[config.mk]
export PLATFORM = sky130hd
export DESIGN_NAME = swallow_div_ctrl
export DESIGN_NICKNAME = d
export VERILOG_FILES = /design/src/rtl/swc_pkg.sv /design/src/rtl/swc_cfg_hold.sv /design/src/rtl/swc_main_cnt.sv /design/src/rtl/swc_swallow_cnt.sv /design/src/rtl/swallow_div_ctrl.sv
export SDC_FILE = /design/constraint.sdc
export NUM_CORES = 1
export LEC_CHECK = 0
export BUFFER_PORTS_ARGS = -buffer_cell sky130_fd_sc_hd__buf_4
export CAP_MARGIN = 0
export CORE_MARGIN = 1.5
export CORE_UTILIZATION = 40
export DETAILED_ROUTE_END_ITERATION = 10
export SLEW_MARGIN = 20
export SYNTH_ARGS = -nofsm -noshare
export SYNTH_HDL_FRONTEND = slang
export SYNTH_SLANG_ARGS = --single-unit
[constraint.sdc]
create_clock -name clk -period 2.05 [get_ports clk]
set_clock_uncertainty 0.2 [all_clocks]
set_input_delay 0.41 -clock clk [delete_from_list [all_inputs] [get_ports clk]]
set_output_delay 0.41 -clock clk [all_outputs]
set_load 0.05 [all_outputs]
[src/rtl/swc_pkg.sv]
package swc_pkg;
  localparam int SWC_A_W   = 6;
  localparam int SWC_N_W   = 12;
  localparam int SWC_N_MIN = 5;
  localparam int SWC_RST_A = 3;
  localparam int SWC_RST_N = 20;
endpackage

[src/rtl/swc_cfg_hold.sv]
module swc_cfg_hold #(
  parameter int A_W   = swc_pkg::SWC_A_W,
  parameter int N_W   = swc_pkg::SWC_N_W,
  parameter int N_MIN = swc_pkg::SWC_N_MIN,
  parameter int RST_A = swc_pkg::SWC_RST_A,
  parameter int RST_N = swc_pkg::SWC_RST_N
) (
  input  logic           clk,
  input  logic           rst,
  input  logic           wr,
  input  logic [A_W-1:0] wr_a,
  input  logic [N_W-1:0] wr_n,
  output logic [A_W-1:0] pend_a,
  output logic [N_W-1:0] pend_n
);
  logic n_ok, a_ok, wr_ok;

  assign n_ok  = (wr_n >= N_W'(N_MIN));
  assign a_ok  = (N_W'(wr_a) < wr_n);
  assign wr_ok = wr && n_ok && a_ok;

  always_ff @(posedge clk) begin
    if (rst) begin
      pend_a <= A_W'(RST_A);
      pend_n <= N_W'(RST_N);
    end else if (wr_ok) begin
      pend_a <= wr_a;
      pend_n <= wr_n;
    end
  end

  assert_refused_keeps_R6: assert property (@(posedge clk) disable iff (rst)
    !wr_ok |=> ($stable(pend_a) && $stable(pend_n)));
  assert_staged_legal_R6: assert property (@(posedge clk) disable iff (rst)
    (pend_n >= N_W'(N_MIN)) && (N_W'(pend_a) < pend_n));
endmodule

[src/rtl/swc_main_cnt.sv]
module swc_main_cnt #(
  parameter int N_W   = swc_pkg::SWC_N_W,
  parameter int RST_N = swc_pkg::SWC_RST_N
) (
  input  logic           clk,
  input  logic           rst,
  input  logic [N_W-1:0] load_n,
  output logic           term
);
  logic [N_W-1:0] left_q;

  always_ff @(posedge clk) begin
    if (rst) begin
      left_q <= N_W'(RST_N - 1);
      term   <= 1'b0;
    end else if (term) begin
      left_q <= load_n - N_W'(1);
      term   <= 1'b0;
    end else begin
      left_q <= left_q - N_W'(1);
      term   <= (left_q == N_W'(1));
    end
  end

  assert_single_pulse_R2: assert property (@(posedge clk) disable iff (rst)
    term |=> !term);
  assert_term_at_zero_R2: assert property (@(posedge clk) disable iff (rst)
    term |-> (left_q == '0));
endmodule

[src/rtl/swc_swallow_cnt.sv]
module swc_swallow_cnt #(
  parameter int A_W   = swc_pkg::SWC_A_W,
  parameter int RST_A = swc_pkg::SWC_RST_A
) (
  input  logic           clk,
  input  logic           rst,
  input  logic           reload,
  input  logic [A_W-1:0] load_a,
  output logic           mod_hi
);
  logic [A_W-1:0] left_q;

  always_ff @(posedge clk) begin
    if (rst) begin
      left_q <= A_W'(RST_A);
      mod_hi <= (RST_A != 0);
    end else if (reload) begin
      left_q <= load_a;
      mod_hi <= (load_a != '0);
    end else if (left_q != '0) begin
      left_q <= left_q - A_W'(1);
      mod_hi <= (left_q > A_W'(1));
    end
  end

  assert_rise_on_reload_R3: assert property (@(posedge clk) disable iff (rst)
    $rose(mod_hi) |-> $past(reload));
  assert_zero_swallow_low_R7: assert property (@(posedge clk) disable iff (rst)
    (reload && load_a == '0) |=> !mod_hi);
endmodule

[src/rtl/swallow_div_ctrl.sv]
module swallow_div_ctrl #(
  parameter int A_W   = swc_pkg::SWC_A_W,
  parameter int N_W   = swc_pkg::SWC_N_W,
  parameter int N_MIN = swc_pkg::SWC_N_MIN,
  parameter int RST_A = swc_pkg::SWC_RST_A,
  parameter int RST_N = swc_pkg::SWC_RST_N
) (
  input  logic           clk,
  input  logic           rst,
  input  logic           cfg_wr,
  input  logic [A_W-1:0] cfg_a,
  input  logic [N_W-1:0] cfg_n,
  output logic           mod_hi,
  output logic           div_pulse
);
  logic [A_W-1:0] pend_a;
  logic [N_W-1:0] pend_n;

  swc_cfg_hold #(.A_W(A_W), .N_W(N_W), .N_MIN(N_MIN), .RST_A(RST_A), .RST_N(RST_N)) u_hold (
    .clk(clk), .rst(rst), .wr(cfg_wr), .wr_a(cfg_a), .wr_n(cfg_n),
    .pend_a(pend_a), .pend_n(pend_n));

  swc_main_cnt #(.N_W(N_W), .RST_N(RST_N)) u_main (
    .clk(clk), .rst(rst), .load_n(pend_n), .term(div_pulse));

  swc_swallow_cnt #(.A_W(A_W), .RST_A(RST_A)) u_swallow (
    .clk(clk), .rst(rst), .reload(div_pulse), .load_a(pend_a), .mod_hi(mod_hi));

  assert_low_modulus_at_end_R3: assert property (@(posedge clk) disable iff (rst)
    div_pulse |-> !mod_hi);
  assert_reset_state_R1: assert property (@(posedge clk)
    rst |=> (!div_pulse && (mod_hi == (RST_A != 0))));
endmodule

# --- Yosys cells after proc, flatten, opt, wreduce, memory -nomap -nowiden ---
# Cells that the tools add are included.
word_totals:
  register_bits: 38
  in_bits: 21
  out_inout_bits: 2
  elab_cells: 24
op_classes:
  n_addsub: 3
  n_lt_le_gt_ge: 3
  eq_ne: 1
  muxes: 5
  reduce_logical: 6
op_table:
  columns: ["cell", "n"]
  rows:
  - ["$sub 12x1->12 const B", 2]
  - ["$eq 12x1->1 const B", 1]
  - ["$ge 12x3->1 const B", 1]
  - ["$lt 6x12->1", 1]
  - ["$mux 12", 1]
  - ["$mux 6", 2]
  - ["$reduce_bool 6->1", 2]
  - ["$gt 6x1->1 const B", 1]
  - ["$sub 6x1->6 const B", 1]
  - ["$logic_and 1x1->1", 2]
  - ["$mux 1", 2]
  - ["$reduce_bool 2->1", 1]
  - ["$reduce_or 2->1", 1]

# --- Depth between registers and ports, before layout ---
# Gate-level depths: netlist (run 1).
depth:
  ltp_word: 3
  depth_mapped: 9
  mapped_depth_nobuf: 7

# --- By module ---
# From an unflattened synthesis (run 1), not the netlist that was laid out.
unflattened:
  cells_unflattened: 247
  area_unflattened_um2: 2212.1
by_module_without_submodules:
  columns: ["mod", "instances", "cells_each", "area_each_um2", "seq_area_each_um2"]
  rows:
  - ["swc_cfg_hold", 1, 97, 915.9, 360.3]
  - ["swc_main_cnt", 1, 100, 855.8, 260.2]
  - ["swc_swallow_cnt", 1, 50, 440.4, 140.1]

# --- Worst setup path after synthesis (run 1) ---
# OpenSTA, ideal clock, no wires.
synth_path:
  kind: "reg2reg"
  start: "register u_main.term"
  end: "register u_swallow.mod_hi"
  setup_ns: 0.120
  arrival_ns: 1.965
  t_required_ns: 1.730
  path_slack_ns: -0.235
  stages_incl_launch_ff: 6
  path_buffers: 1
  synth_period_minus_slack_ns: 2.285
  path_cell_list: "dfxtp_1 > buf_2 > or4b_2 > nor4_1 > a211oi_1 > a211o_1"
synth_between:
  elab_chain_len: 1
  word_cells_on_any_way: 2
  cone_classes: "mux: 1; reduce/logical: 1"
synth_rtl:
  columns: ["item", "line_no", "text"]
  rows:
  - ["from (decl)", "swc_main_cnt.sv:8", "output logic term"]
  - ["from (signal assigned)", "swc_main_cnt.sv:21", "term <= (left_q == N_W'(1));"]
  - ["$mux 1 or $reduce_bool 2->1 (tied branches)", null, null]
  - ["to (signal assigned)", "swc_swallow_cnt.sv:16", "mod_hi <= (RST_A != 0);"]
  - ["to (signal assigned)", "swc_swallow_cnt.sv:19", "mod_hi <= (load_a != '0);"]
  - ["to (signal assigned)", "swc_swallow_cnt.sv:22", "mod_hi <= (left_q > A_W'(1));"]
  - ["to (decl)", "swc_swallow_cnt.sv:9", "output logic mod_hi"]
# Parallel ways exist; a longest one is shown, timed or not.
# A chain may end at the register's enable or synchronous reset.

# --- Worst setup path in the final report (run 1) ---
layout_path:
  start: "register u_main.left_q[6]"
  end: "register u_main.left_q[10]"
layout_between:
  elab_chain_len: 2
layout_rtl:
  columns: ["item", "line_no", "text"]
  rows:
  - ["from (decl)", "swc_main_cnt.sv:10", "logic [N_W-1:0] left_q;"]
  - ["from (signal assigned)", "swc_main_cnt.sv:14", "left_q <= N_W'(RST_N - 1);"]
  - ["from (signal assigned)", "swc_main_cnt.sv:17", "left_q <= load_n - N_W'(1);"]
  - ["from (signal assigned)", "swc_main_cnt.sv:20", "left_q <= left_q - N_W'(1);"]
  - ["$sub 12x1->12", "swc_main_cnt.sv:20", null]
  - ["$mux 12", "swc_main_cnt.sv:16", "end else if (term) begin"]
# Every way passes these cells.

==> results of run 1 <==
through the flow:
step	setup TNS [ns]	hold slack [ns]	total power [mW]
after global placement	-1.006	0.2498	1.303
after CTS	0	0.1698	1.918
after detailed placement	-1.140	0.2565	1.311
after floorplan	0	0.2461	1.162
after global routing	-0.01247	0.1735	2.014
final	0	0.1779	1.907
worst paths after layout:
path	start	to	slack [ns]
hold reg to reg	u_swallow.mod_hi	u_swallow.mod_hi	0.27
hold / removal	cfg_n[11]	u_hold.pend_n[11]	0.18
setup reg to reg	u_main.left_q[6]	u_main.left_q[10]	0.11
setup / recovery	u_main.left_q[6]	u_main.left_q[10]	0.11
synthesized netlist by cell type (3+ instances only):
cell type / count / area, um^2
nor4_2: 3 / 37.54
clkbuf_1: 4 / 15.01
xor2_1: 13 / 113.9
or3_1: 3 / 18.77
o211ai_1: 3 / 22.52
nor2_1: 29 / 108.9
o21ai_0: 6 / 30.03
inv_1: 12 / 45.04
a211oi_1: 7 / 52.55
nand2_1: 43 / 161.4
nor4_1: 5 / 31.28
mux2i_1: 20 / 200.2
or4_4: 3 / 33.78
dfxtp_1: 38 / 760.7
o31ai_1: 3 / 22.52
ha_1: 11 / 137.6
xnor2_1: 9 / 78.83
a211oi_2: 3 / 37.54
sequential cells by signal, indices dropped and copies added, names as in the netlist:
register and flops:
u_main.left_q 12, u_swallow.mod_hi 1, u_main.term 1, u_hold.pend_n 12
u_swallow.left_q 6, u_hold.pend_a 6
where the power goes:
part	switching, mW	internal (mW)	total, mW
clock network	0.260	0.340	0.600
logic	0.223	0.217	0.440
registers	0.0644	0.802	0.867
total	0.548	1.36	1.91
kinds of logic (layout without fill, tap and decap cells):
family,count (synthesis),count (layout)
mux,21,21
xor+xnor,22,22
compound gates,33,33
simple gates,99,99
flops,38,38
buf+inv,24,55
fa+ha+maj,11,11
area by class of cell:
class | instances | area, um^2 | share of cell area, %
well taps | 70 | 87.58 | 3.356
repair buffers | 34 | 267.8 | 10.26
inverters | 13 | 48.80 | 1.870
flip-flops and latches | 38 | 764.5 | 29.29
multi-input cells | 186 | 1331 | 51.01
clock buffers | 8 | 110.1 | 4.219
metal layers:
| metal | track usage, % | share of wire, % | vias up |
|---|---|---|---|
| li1 | - | - | 920 |
| met1 | 20.95 | 50 | 778 |
| met4 | 5.556 | 1.4 | 0 |
| met3 | 3.452 | 3.7 | 6 |
| met5 | 0 | 0 | - |
| met2 | 25.75 | 45 | 28 |
worst min-delay path: stages:
cell,delay (ns)
buf_4,0.11
nand2_1,0.04
mux2i_1,0.05
==> impl_metrics.json, run 1 <==
{
  "ys.flop_type": "dfxtp_1",
  "worst_skew_pair.late_latency_ns": 0.29,
  "worst_slack_ns": 0.1136,
  "core_area_mm2": 0.005172,
  "final_common_cell": "nand2_1",
  "pre_cts_slack_ns": -0.06831,
  "dpl.cell_count": 341,
  "hold_viol": 0,
  "min_delay_path_depth": 3,
  "rows": 26,
  "port_buffers": 22,
  "async_flop_share_pct": 0,
  "root_buffer": "clkbuf_8",
  "start_util_pct": 42.04,
  "ir_drop_mv": 0.3257,
  "tightest_slew_ns": 0.4366,
  "htreeDepth": 2,
  "gp_congestion": 0.7336,
  "reg2reg_depth": 5,
  "cts_buffer_depth": 2,
  "io_pins": 23,
  "grt_usage_pct": 15.96,
  "fin_area_mm2": 0.002610,
  "period_needed_ns": 1.936,
  "ys_seq_area_share_pct": 34.98,
  "mostFrequentLayoutCells": "43 x nand2_1, 37 x dfxtp_1, 33 x buf_4",
  "path_cells": "or4_4 -> nor4b_2 -> xor2_1 -> nor2_1 -> a211oi_2",
  "cts_hold_buf": 0,
  "arrival_ns": 1.96,
  "final_max_slew_viol_count": 0,
  "relSlewSlack_pct": 70.82,
  "stdcell_count": 349,
  "drtPass1Iterations": 4,
  "wl_per_cell_um": 12.75,
  "max_stage_delay_ns": 0.59,
  "vias": 1732,
  "grt_pass1_wl_um": 7638,
  "timing.final.crit_share_pct": 94.46,
  "finalSetupViolations": 0,
  "synth_compound_gate_area_share_pct": 11.68,
  "cp_num_cells": 5,
  "worst-path-max-fanout": 5,
  "postRouteAntennaNets": 0,
  "antenna_found_initial": 0,
  "route.detailed.drc": 0,
  "overflow": 0,
  "synth-edff-count": 0,
  "cap_viol_max_count": 0,
  "hp-class": "in -> reg",
  "nFillCells": 481,
  "die_y_um": 76.73,
  "synth_xor_area_share_pct": 8.861,
  "die_area_mm2": 0.005887,
  "pwr_density_cell_mw_per_mm2": 730.5,
  "synthToLayoutAreaGrowth_pct": 20.02,
  "viasPerCell": 4.963,
  "yosys_register_bits": 38,
  "rsz0062_at_grt": "yes",
  "synth.avg_cell_area_um2": 8.768,
  "dp_hpwl_um": 3216,
  "cts_setup_buffers": 0,
  "routed_wl_um": 4449,
  "synth_mux_area_share_pct": 9.724,
  "status": "complete, no violations",
  "grt_max_degree": 38,
  "critPathLaunchType": "register",
  "first_iter_violations": 144,
  "crit_path_end_kind": "register",
  "final_util_pct": 50.46,
  "clkSinkCount": 38,
  "p_leak_nw": 1.082,
  "die_x_um": 76.73,
  "synth_top_family_by_area": "simple AND/OR/NAND/NOR gates",
  "clk_pin_slew_ns": 0.07,
  "dpl_cell_area_mm2": 0.002474,
  "synthSimpleGateAreaFrac_pct": 23.19,
  "synth-adder-area-share_pct": 6.329,
  "synth_cell_types": 42,
  "syn-num-nets": 280,
  "grt_pass1_vias": 1663,
  "required_ns": 2.07,
  "cts_tree": "built",
  "crit_buf_inv": 0,
  "critPathTopFamily": "simple AND/OR/NAND/NOR gates",
  "max_freq_mhz": 516.4,
  "syn-cell-area_mm2": 0.002175,
  "antennaDiodeCount": 0,
  "numCtsBuffers": 5,
  "syn_inst": 248,
  "slowest_stage": "or4_4",
  "critPathKind": "reg -> reg",
  "drive_gt1_share_pct": 21.51,
  "nNetsFinal": 310,
  "ys_warn_count": 0,
  "post_cts_resized": 0
}
Power figures use the tool's default switching activity.
==> run 2, diff against run 1 <==
Settings changed: RECOVER_POWER from default to 100, SETUP_SLACK_MARGIN from default to 0.5.
==> impl_metrics.json, run 2 (synthesis gave the netlist of run 1 again) <==
{
  "drtPass1Iterations": 4,
  "die_y_um": 76.73,
  "worst_skew_pair.late_latency_ns": 0.29,
  "crit_buf_inv": 4,
  "core_area_mm2": 0.005172,
  "overflow": 0,
  "tightest_slew_ns": 0.6586,
  "synthToLayoutAreaGrowth_pct": 44.53,
  "cpMostUsedCell": "clkbuf_4",
  "cts_tree": "built",
  "start_util_pct": 42.04,
  "clk_pin_slew_ns": 0.07,
  "postRouteAntennaNets": 0,
  "pwr_density_cell_mw_per_mm2": 701.7,
  "relSlewSlack_pct": 56.09,
  "rows": 26,
  "clkSinkCount": 38,
  "rsz0062_at_grt": "yes",
  "final_util_pct": 60.76,
  "critPathLaunchType": "input pin",
  "slowest_stage": "ha_1",
  "first_iter_violations": 88,
  "critPathTopFamily": "buffers and inverters",
  "numCtsBuffers": 5,
  "nFillCells": 436,
  "io_pins": 23,
  "crit_path_end_kind": "register",
  "p_leak_nw": 1.268,
  "dp_hpwl_um": 3514,
  "wl_per_cell_um": 14.21,
  "ir_drop_mv": 0.3864,
  "grt_pass1_vias": 1923,
  "route.detailed.drc": 0,
  "fin_hold_ws_ns": 0.1737,
  "gp_congestion": 0.7224,
  "worst-path-max-fanout": 4,
  "htreeDepth": 2,
  "mostFrequentLayoutCells": "42 x buf_4, 40 x nand2_1, 28 x nor2_1",
  "vias": 1923,
  "grt_max_degree": 25,
  "cap_viol_max_count": 0,
  "final_common_cell": "buf_4",
  "grt_usage_pct": 18.95,
  "hp-class": "in -> reg",
  "die_area_mm2": 0.005887,
  "max_freq_mhz": 519.2,
  "hold_viol": 0,
  "timing.final.crit_share_pct": 93.96,
  "critPathKind": "in -> reg",
  "max_stage_delay_ns": 0.30,
  "antennaDiodeCount": 0,
  "final_max_slew_viol_count": 0,
  "cts_buffer_depth": 2,
  "grt_pass1_wl_um": 8914,
  "viasPerCell": 5.114,
  "finalSetupViolations": 0,
  "arrival_ns": 1.95,
  "power_mw": 2.206,
  "antenna_found_initial": 0,
  "drive_gt1_share_pct": 41.18,
  "nNetsFinal": 337,
  "regArea_um2": 797.0,
  "multi_input_area_mm2": 0.001536,
  "status": "complete, no violations",
  "largestRegisters": "u_hold.pend_n (12), u_main.left_q (12)",
  "root_buffer": "clkbuf_8",
  "required_ns": 2.07,
  "period_needed_ns": 1.926,
  "routed_wl_um": 5342,
  "port_buffers": 22,
  "die_x_um": 76.73,
  "path_cells": "clkbuf_4 -> inv_1 -> ha_1 -> clkbuf_4 -> o2111ai_1 -> a21oi_1 -> o21a_1 -> clkbuf_2 -> mux2i_1"
}
[run 2: cell type report]
class,count,share of cell area (%)
tap,70,2.787
clock inverter,1,0.9554
sequential,38,25.36
timing repair buffer,61,17.32
clock buffer,7,2.428
inverter,13,2.269
multi-input combinational,186,48.89
[run 2: routing by layer]
layer	up-vias	GRT usage [%]	wire length (um)
li1	971	-	-
met1	897	24.24	2460
met2	46	31.68	2595
met3	9	4.167	199
met4	0	5.926	87
met5	-	0	0
[run 2: worst reg2reg max path: stages, from the launching register on]
cell,delay [ns]
dfxtp_2,0.34
inv_2,0.08
ha_4,0.13
nor3b_1,0.35
nor4b_1,0.35
xor2_1,0.19
nor2_1,0.08
a211oi_2,0.13
[run 2: power breakdown]
part           switching, mW  internal, mW
Sequential            0.0741         0.812
Clock                  0.263         0.364
Combinational          0.342         0.350
[run 2: what timing repair did]
action / in CTS / in global routing
resized for setup: 37 / 28
endpoints found under the setup margin: 35 / 35
buffers inserted: 18 / 6
pin swaps: 26 / 25
hold buffers: 0 / 0
endpoints found under the hold margin: 0 / 0
gates cloned: 2 / 1
[run 2: metrics by stage]
stage          cell area [um^2]  std cells  setup WS (ns)  setup TNS [ns]
6_report                   3143        376         0.1239               0
5_1_grt                    3143        376        0.05204               0
4_1_cts                    3082        369         0.1816               0
3_5_place_dp               2644        341       -0.06559          -1.117
3_3_place_gp               2644        341       -0.04180         -0.6791
2_1_floorplan              2364        248        0.05999               0
[run 2: final timing paths]
kind / from / end / slack [ns] / depth (start not counted)
setup reg to reg: u_main.left_q[0] / u_main.left_q[10] / 0.14 / 7
hold / removal: cfg_a[0] / u_hold.pend_a[0] / 0.17 / 3
hold reg to reg: u_swallow.mod_hi / u_swallow.mod_hi / 0.27 / 1
setup / recovery: cfg_n[5] / u_hold.pend_n[5] / 0.12 / 9
==> run 3, diff against run 2 <==
==> constraint.sdc (replaced) <==
create_clock -name clk -period 2.05 [get_ports clk]
set_clock_uncertainty 0.2 [all_clocks]
set_input_delay 0.205 -clock clk [delete_from_list [all_inputs] [get_ports clk]]
set_output_delay 0.205 -clock clk [all_outputs]
set_load 0.05 [all_outputs]
==> impl_metrics.json, run 3 (synthesis gave the netlist of run 1 again) <==
{
  "status": "complete, but fails checks",
  "violations": "negative hold slack",
  "fin_area_mm2": 0.003216,
  "root_buffer": "clkbuf_8",
  "critPathKind": "reg -> reg",
  "antenna_found_initial": 0,
  "first_iter_violations": 97,
  "seqPwrFrac_pct": 40.6,
  "port_buffers": 22,
  "switchingPower_mw": 0.6782,
  "p_leak_nw": 1.294,
  "r2r-start": "u_swallow.left_q[2]",
  "combPwrFrac_pct": 32.3,
  "die_area_mm2": 0.005887,
  "htreeDepth": 2,
  "cap_viol_max_count": 0,
  "drtPass1Iterations": 4,
  "cts_buffer_depth": 2,
  "critPathLaunchType": "register",
  "rrSetupSlack_ns": 0.15,
  "max_freq_mhz": 526.8,
  "clk_pin_slew_ns": 0.08,
  "antennaDiodeCount": 0,
  "viasPerCell": 5.084,
  "cp-endpoint": "u_swallow.left_q[4]",
  "timing.rr.end": "u_swallow.left_q[4]",
  "gp_congestion": 0.7350,
  "largestRegisters": "u_hold.pend_n (12), u_main.left_q (12)",
  "relSlewSlack_pct": 60.47,
  "grt_usage_pct": 20.54,
  "hold_viol": 1,
  "arrival_ns": 1.88,
  "tightest_slew_ns": 0.5956,
  "die_y_um": 76.73,
  "pwr_density_cell_mw_per_mm2": 672.7,
  "mostFrequentLayoutCells": "42 x buf_4, 40 x nand2_1, 28 x nor2_1",
  "wl_per_cell_um": 14.51,
  "numCtsBuffers": 5,
  "routed_wl_um": 5672,
  "overflow": 0,
  "period_needed_ns": 1.898,
  "timing.final.crit_share_pct": 92.60,
  "core_area_mm2": 0.005172,
  "drive_gt1_share_pct": 37.38,
  "crit_start": "u_swallow.left_q[2]",
  "final_max_slew_viol_count": 0,
  "reg2reg_depth": 7,
  "final_common_cell": "buf_4",
  "fin_hold_ws_ns": -0.0004743,
  "hp-class": "in -> reg",
  "grt_pass1_wl_um": 9811,
  "pwr-share-clk_pct": 27.1,
  "crit_path_end_kind": "register",
  "worst-path-max-fanout": 6,
  "nFillCells": 432,
  "cell_internal_pwr_mw": 1.485,
  "rsz0062_at_grt": "yes",
  "dpl_cell_area_mm2": 0.002603,
  "rows": 26,
  "worst_skew_pair.late_latency_ns": 0.29,
  "grt_pass1_vias": 2124,
  "cts_tree": "built",
  "finalSetupViolations": 0,
  "io_pins": 23,
  "die_x_um": 76.73,
  "timing.setup.tns_ns": 0,
  "grt_max_degree": 38,
  "synthToLayoutAreaGrowth_pct": 47.87,
  "route.detailed.drc": 0,
  "dp_hpwl_um": 3302,
  "ir_drop_mv": 0.3553,
  "vias": 1988,
  "nNetsFinal": 352,
  "swShare_pct": 31.35,
  "start_util_pct": 42.04,
  "postRouteAntennaNets": 0,
  "clkSinkCount": 38,
  "required_ns": 2.03
}
[run 3: changes by cell type in the layout (fill, tap and decap cells not counted), moves of 2 or more]
cell           previous run  this run
a2111oi_4                 3         0
a2111oi_1                 0         2
dlygate4sd3_1             0        16
clkinv_2                  0         2
dfxtp_2                   8         4
dfxtp_1                  23        27
[run 3: layout make-up]
cell class                 instances  area [um^2]  area share [%]
sequential                        38        792.0           24.63
timing repair buffer              76        659.4           20.51
clock buffer                       6        93.84           2.918
multi-input combinational        186         1500           46.65
inverter                          13        72.57           2.257
clock inverter                     2        10.01          0.3113
tap                               70        87.58           2.724
[run 3: per-stage QoR]
stage / utilization [%] / hold WS, ns / std cells / power (mW) / setup WS [ns]
2_1_floorplan: - / 0.1363 / 248 / 1.232 / 0.2214
3_3_place_gp: 50.31 / 0.2456 / 336 / 1.356 / 0.1179
3_5_place_dp: 50.31 / 0.2564 / 336 / 1.356 / 0.1273
4_1_cts: 63.09 / 0.005001 / 382 / 2.176 / 0.1802
5_1_grt: 62.17 / -0.001665 / 391 / 2.286 / 0.08563
6_report: 62.17 / -0.0004743 / 391 / 2.163 / 0.1516
[run 3: repair_timing]
item                                    4_1_cts  5_1_grt
gates resized for setup                      47       19
setup buffers                                19        9
cloned                                        3        0
hold buffers                                 16        0
pin swaps                                    20       30
hold endpoints to repair                     16        0
endpoints found under the setup margin       36       36
[run 3: worst min path at each step]
stage                                  end        startpoint  depth (start not counted)
after global placement    u_swallow.mod_hi  u_swallow.mod_hi                          1
final                     u_hold.pend_a[5]          cfg_a[5]                          3
after detailed placement  u_swallow.mod_hi  u_swallow.mod_hi                          1
after CTS                 u_hold.pend_a[5]          cfg_a[5]                          3
after global routing      u_hold.pend_a[5]          cfg_a[5]                          3
after floorplan           u_hold.pend_n[0]          cfg_n[0]                          2
[run 3: per-layer routing]
layer	vias up	GRT usage (%)	routed length, um
met5	-	0	0
met4	0	6.111	115
met3	12	3.571	187
met2	40	36.64	2743
met1	931	25.04	2626
li1	1005	-	-
[run 3: critical path, cell delays in order, from the launching register on]
cell	delay (ns)
dfxtp_1	0.38
buf_4	0.13
nor4_1	0.05
buf_6	0.14
a2111oi_1	0.45
xnor2_1	0.19
o21ai_1	0.09
and2_1	0.16
[run 3: power groups by stage]
| stage | clock network (mW) | logic (mW) | registers (mW) |
|---|---|---|---|
| 3_3_place_gp | 0 | 0.455 | 0.901 |
| 2_1_floorplan | 0 | 0.325 | 0.907 |
| 3_5_place_dp | 0 | 0.454 | 0.901 |
| 4_1_cts | 0.595 | 0.698 | 0.884 |
| 5_1_grt | 0.638 | 0.760 | 0.888 |
| 6_report | 0.586 | 0.699 | 0.878 |
